--- config.mk ---
export PLATFORM = sky130hd
export DESIGN_NAME = simt_reconv_stack
export DESIGN_NICKNAME = d
export VERILOG_FILES = /design/src/rtl/simt_pkg.sv /design/src/rtl/rs_lifo.sv /design/src/rtl/rs_ctrl.sv /design/src/rtl/simt_reconv_stack.sv
export SDC_FILE = /design/constraint.sdc
export NUM_CORES = 1
export LEC_CHECK = 0
export CORE_UTILIZATION = 47
export CTS_BUF_LIST = sky130_fd_sc_hd__clkbuf_16
export CTS_CLUSTER_DIAMETER = 150
export DETAILED_ROUTE_END_ITERATION = 10
export HOLD_SLACK_MARGIN = 0.15
export SETUP_SLACK_MARGIN = 0.02
export SYNTH_ARGS = -nofsm -noshare
export SYNTH_HDL_FRONTEND = slang
export SYNTH_SLANG_ARGS = --single-unit
--- constraint.sdc ---
create_clock -name clk_i -period 5.9 [get_ports clk_i]
set_input_delay 0.885 -clock clk_i [delete_from_list [all_inputs] [get_ports clk_i]]
set_output_delay 0.885 -clock clk_i [all_outputs]
set_load 0.005 [all_outputs]
--- src/rtl/simt_pkg.sv ---
package simt_pkg;
  typedef struct packed {
    logic push;
    logic pop;
    logic ovf_set;
    logic udf_set;
  } stk_op_t;
endpackage

--- src/rtl/rs_lifo.sv ---
module rs_lifo #(
  parameter int W     = 32,
  parameter int DEPTH = 8,
  parameter int CNT_W = $clog2(DEPTH + 1)
) (
  input  logic             clk_i,
  input  logic             rst_ni,
  input  logic             push_i,
  input  logic             pop_i,
  input  logic [W-1:0]     data_i,
  output logic [W-1:0]     top_o,
  output logic [W-1:0]     below_o,
  output logic [CNT_W-1:0] count_o
);
  localparam int AW = (DEPTH > 1) ? $clog2(DEPTH) : 1;

  logic [W-1:0]     mem_q [DEPTH];
  logic [CNT_W-1:0] cnt_q, tip, sub, wr_idx;

  assign tip    = cnt_q - CNT_W'(1);
  assign sub    = cnt_q - CNT_W'(2);
  // pop+push overwrites the popped slot
  assign wr_idx = pop_i ? tip : cnt_q;

  always_ff @(posedge clk_i or negedge rst_ni) begin
    if (!rst_ni) begin
      cnt_q <= '0;
      for (int i = 0; i < DEPTH; i++) mem_q[i] <= '0;
    end else begin
      if (push_i) mem_q[wr_idx[AW-1:0]] <= data_i;
      case ({push_i, pop_i})
        2'b10:   cnt_q <= cnt_q + CNT_W'(1);
        2'b01:   cnt_q <= cnt_q - CNT_W'(1);
        default: cnt_q <= cnt_q;
      endcase
    end
  end

  assign top_o   = mem_q[tip[AW-1:0]];
  assign below_o = mem_q[sub[AW-1:0]];
  assign count_o = cnt_q;
endmodule

--- src/rtl/rs_ctrl.sv ---
module rs_ctrl
  import simt_pkg::*;
#(
  parameter int LANES = 32,
  parameter int DEPTH = 8,
  parameter int PC_W  = 32,
  parameter int CNT_W = $clog2(DEPTH + 1)
) (
  input  logic [CNT_W-1:0] count_i,
  input  logic [PC_W-1:0]  top_tgt_i,
  input  logic [LANES-1:0] top_mask_i,
  input  logic [LANES-1:0] below_mask_i,
  input  logic             branch_i,
  input  logic [LANES-1:0] pred_i,
  input  logic             pc_valid_i,
  input  logic [PC_W-1:0]  pc_i,
  input  logic             join_i,
  output stk_op_t          op_o,
  output logic [LANES-1:0] push_mask_o,
  output logic [LANES-1:0] cur_mask_o
);
  logic empty, full, hit;
  logic [LANES-1:0] after_pop, base;

  assign empty = (count_i == '0);
  assign full  = (count_i == CNT_W'(DEPTH));
  assign hit   = pc_valid_i && !empty && (pc_i == top_tgt_i);

  always_comb begin
    op_o         = '0;
    op_o.pop     = (hit || join_i) && !empty;
    op_o.udf_set = join_i && empty;
    op_o.push    = branch_i && (!full || op_o.pop);
    op_o.ovf_set = branch_i && full && !op_o.pop;
  end

  assign cur_mask_o  = empty ? '1 : top_mask_i;
  assign after_pop   = (count_i >= CNT_W'(2)) ? below_mask_i : '1;
  assign base        = op_o.pop ? after_pop : cur_mask_o;
  assign push_mask_o = pred_i & base;
endmodule

--- src/rtl/simt_reconv_stack.sv ---
module simt_reconv_stack
  import simt_pkg::*;
#(
  parameter int LANES = 32,
  parameter int DEPTH = 8,
  parameter int PC_W  = 32,
  localparam int CNT_W = $clog2(DEPTH + 1)
) (
  input  logic             clk_i,
  input  logic             rst_ni,
  input  logic             branch_i,
  input  logic [LANES-1:0] pred_i,
  input  logic [PC_W-1:0]  target_i,
  input  logic             pc_valid_i,
  input  logic [PC_W-1:0]  pc_i,
  input  logic             join_i,
  output logic [LANES-1:0] active_mask_o,
  output logic [CNT_W-1:0] depth_o,
  output logic             overflow_o,
  output logic             underflow_o
);
  stk_op_t          op;
  logic [LANES-1:0] mask_top, mask_below, push_mask;
  logic [PC_W-1:0]  tgt_top, tgt_below;
  logic [CNT_W-1:0] mask_cnt, tgt_cnt;
  logic             ovf_q, udf_q;

  rs_lifo #(.W(LANES), .DEPTH(DEPTH), .CNT_W(CNT_W)) mask_stk_i (
    .clk_i, .rst_ni,
    .push_i(op.push), .pop_i(op.pop), .data_i(push_mask),
    .top_o(mask_top), .below_o(mask_below), .count_o(mask_cnt)
  );

  rs_lifo #(.W(PC_W), .DEPTH(DEPTH), .CNT_W(CNT_W)) tgt_stk_i (
    .clk_i, .rst_ni,
    .push_i(op.push), .pop_i(op.pop), .data_i(target_i),
    .top_o(tgt_top), .below_o(tgt_below), .count_o(tgt_cnt)
  );

  rs_ctrl #(.LANES(LANES), .DEPTH(DEPTH), .PC_W(PC_W), .CNT_W(CNT_W)) ctrl_i (
    .count_i(mask_cnt), .top_tgt_i(tgt_top),
    .top_mask_i(mask_top), .below_mask_i(mask_below),
    .branch_i, .pred_i, .pc_valid_i, .pc_i, .join_i,
    .op_o(op), .push_mask_o(push_mask), .cur_mask_o(active_mask_o)
  );

  always_ff @(posedge clk_i or negedge rst_ni) begin
    if (!rst_ni) begin
      ovf_q <= 1'b0;
      udf_q <= 1'b0;
    end else begin
      if (op.ovf_set) ovf_q <= 1'b1;
      if (op.udf_set) udf_q <= 1'b1;
    end
  end

  assign depth_o     = mask_cnt;
  assign overflow_o  = ovf_q;
  assign underflow_o = udf_q;
endmodule

==> results.json <==
{
  "initial_core_util": 0.476,
  "via_count": 16600,
  "cp_num_buf_inv": 3,
  "worst_slew_pin_slew_ns": 1.03,
  "final_cell_mix": "dfrtp_1 (518), mux2_1 (495), mux4_2 (186)",
  "antenna_left": 0,
  "syn_nets": 1957,
  "final_util": 0.546,
  "overflow": 0,
  "drc": 0,
  "yosysSeqAreaShare": 0.475,
  "slew_violations": 0,
  "post-cts-setup-buffers": 0,
  "multi_input_area_sq_mm": 0.0137,
  "netlist_instances": 1847,
  "clk_pin_slew_ns": 0.06,
  "yosys-top-cells-area": "dfrtp_1 (47%), mux2_1 (20%), mux4_2 (15%)",
  "max_cap_violations": 0,
  "hold_viol_final": 0,
  "drive_above_1_share": 0.197,
  "antenna_found_initial": 3,
  "h-tree-depth": 2,
  "drtPass1Iterations": 5,
  "synth-async-reset-ratio": 1.00,
  "chipHeight_um": 244,
  "synth_edf_count": 0,
  "place_hpwl_um": 43900,
  "setup_slack_ns": 0.458,
  "clock_skew_ns": 0.0146,
  "area_delta_synth_final_pct": 14.7,
  "portBuffers": 138,
  "ir_drop_mv": 0.426,
  "regArea_sq_mm": 0.0130,
  "hp-class": "in2async",
  "setup_viol": 0,
  "synth_top_cell_by_area": "dfrtp_1",
  "period_share": 0.922,
  "critPathArrivalTime_ns": 5.92,
  "die_area_sq_mm": 0.0594,
  "max_slew_margin": 0.314,
  "fmax_ghz": 0.184,
  "slowest_stage": "ha_4",
  "path_class": "reg2reg",
  "track_usage": 0.243,
  "drtIter0Drc": 897,
  "clk_latency_ns": 0.60,
  "layout_min_cycle_time_ns": 5.44,
  "path_delay_family": "simple AND/OR/NAND/NOR gates",
  "clkSinkCount": 521,
  "dp_worst_setup_slack_ns": 0.426,
  "synth_top_area_share": 0.475,
  "routabilityCongestion": 0.832,
  "grt_setup_unrepaired": "no",
  "routed_wirelength_um": 70000,
  "pin_count": 139,
  "grt_max_degree": 114,
  "core_region_area_sq_mm": 0.0577,
  "synth_cell_types": 71,
  "layout.cells.most_common": "dfrtp_1",
  "end_kind": "register",
  "cts-buffers-inserted": 56,
  "path_cells": "inv_1, ha_4, buf_12, mux4_2, xor2_1, nor4_1, o221ai_2, o41a_1, or4_1, o31ai_1, and3_2, buf_12, mux2_1",
  "synth_area_per_cell_sq_um": 14.9,
  "netlist_area_sq_mm": 0.0275,
  "clockBufferDepth": 3,
  "power.density_mw_per_mm2": 647,
  "routedWlPerCell_um": 25.3,
  "finalPower_mw": 20.4,
  "ys_warn_count": 0,
  "clock-root-buffer": "clkbuf_16",
  "synth_flop_cell": "dfrtp_1",
  "fin_tns_setup_ns": 0,
  "cts_tree": "yes",
  "crit_top_cell": "buf_12",
  "slowest_delay_ns": 0.75,
  "ys_ff_latch": 521,
  "rows": 88,
  "layout.nets": 2069,
  "grt_pass1_wl_um": 111000,
  "routed_via_density": 6.01,
  "ctsResizeCount": 0,
  "start_kind": "register",
  "holdBufCountCts": 0,
  "die_w_um": 244,
  "fill_cells": 4798,
  "worstPathRequired_ns": 6.37,
  "path_max_fanout": 41,
  "status": "completed",
  "grt_pass1_vias": 18100,
  "cellLeakagePower_nw": 13.6
}
flip-flops by register name, indices dropped and copies added (netlist names):
| name | flops |
|---|---|
| tgt_stk_i.mem_q | 256 |
| mask_stk_i.count_o | 4 |
| underflow_o | 1 |
| mask_stk_i.mem_q | 256 |
| tgt_stk_i.count_o | 3 |
| overflow_o | 1 |
report_power, final:
group          switching, mW  internal (mW)
registers               1.02           5.22
clock network           1.44           1.95
logic                   5.20           5.53
cells by family (layout without fill, tap and decap cells):
| logic type | after synthesis | after routing | share of synthesized area |
|---|---|---|---|
| AO/OA/AOI/OAI | 178 | 178 | 0.0541 |
| XOR/XNOR | 76 | 76 | 0.0252 |
| adder cells (fa/ha/maj) | 9 | 9 | 0.00410 |
| buffers and inverters | 163 | 319 | 0.0319 |
| flip-flops | 521 | 521 | 0.475 |
| multiplexers | 742 | 742 | 0.379 |
| other | 0 | 1 | 0 |
| AND/OR/NAND/NOR | 158 | 158 | 0.0309 |
metrics by stage:
| step | hold slack, ns | std cells | cell area (sq um) |
|---|---|---|---|
| after global placement | 0.463 | 2666 | 29700 |
| after detailed placement | 0.470 | 2666 | 29700 |
| after CTS | 0.317 | 2768 | 31500 |
| final | 0.309 | 2769 | 31500 |
| after global routing | 0.356 | 2768 | 31500 |
| after floorplan | 0.451 | 1847 | 27500 |
cell usage after synthesis, types with 7 or more instances:
| cell type | number |
|---|---|
| nand4_1 | 7 |
| dfrtp_1 | 521 |
| inv_1 | 15 |
| nand3_1 | 9 |
| o22a_1 | 33 |
| mux2_1 | 495 |
| ha_1 | 9 |
| o211a_2 | 12 |
| mux4_2 | 186 |
| buf_6 | 18 |
| a211oi_1 | 36 |
| a21oi_1 | 11 |
| nor3_1 | 11 |
| nand2_1 | 50 |
| o211a_1 | 20 |
| nor2_1 | 10 |
| buf_2 | 46 |
| buf_1 | 15 |
| nor2b_1 | 36 |
| xnor2_1 | 56 |
| mux2_2 | 20 |
| clkbuf_1 | 49 |
| and3_1 | 9 |
| mux2i_1 | 40 |
| buf_4 | 19 |
| xor2_1 | 18 |
per-layer routing:
| metal | global-route usage | vias up | part of all wire |
|---|---|---|---|
| li1 | - | 7293 | - |
| met1 | 0.325 | 8838 | 0.43 |
| met2 | 0.407 | 378 | 0.49 |
| met3 | 0.0366 | 126 | 0.044 |
| met4 | 0.0770 | 4 | 0.029 |
| met5 | 0 | - | 0.00037 |
path summary, 6_finish.rpt:
check | start | to | slack [ns] | depth (start not counted)
worst max-delay path | tgt_stk_i.count_o[1]$_DFFE_PN0P_ | mask_stk_i.mem_q[9]$_DFFE_PN0P_ | 0.46 | 13
worst min-delay path | rst_ni | mask_stk_i.mem_q[89]$_DFFE_PN0P_ | 0.31 | 1
worst max register to register | tgt_stk_i.count_o[1]$_DFFE_PN0P_ | mask_stk_i.mem_q[9]$_DFFE_PN0P_ | 0.46 | 13
worst min register to register | tgt_stk_i.mem_q[117]$_DFFE_PN0P_ | tgt_stk_i.mem_q[117]$_DFFE_PN0P_ | 0.48 | 1
max in group asynchronous | rst_ni | mask_stk_i.mem_q[15]$_DFFE_PN0P_ | 4.26 | 2
min in group clk_i | tgt_stk_i.mem_q[117]$_DFFE_PN0P_ | tgt_stk_i.mem_q[117]$_DFFE_PN0P_ | 0.48 | 1
layout make-up:
class / instances / area share
inverter: 16 / 0.00191
sequential: 521 / 0.414
antenna: 1 / 0.0000794
clock inverter: 45 / 0.0102
multi-input combinational: 1163 / 0.434
tap: 765 / 0.0304
timing repair buffer: 201 / 0.0642
clock buffer: 57 / 0.0453
Power figures use the tool's default switching activity.
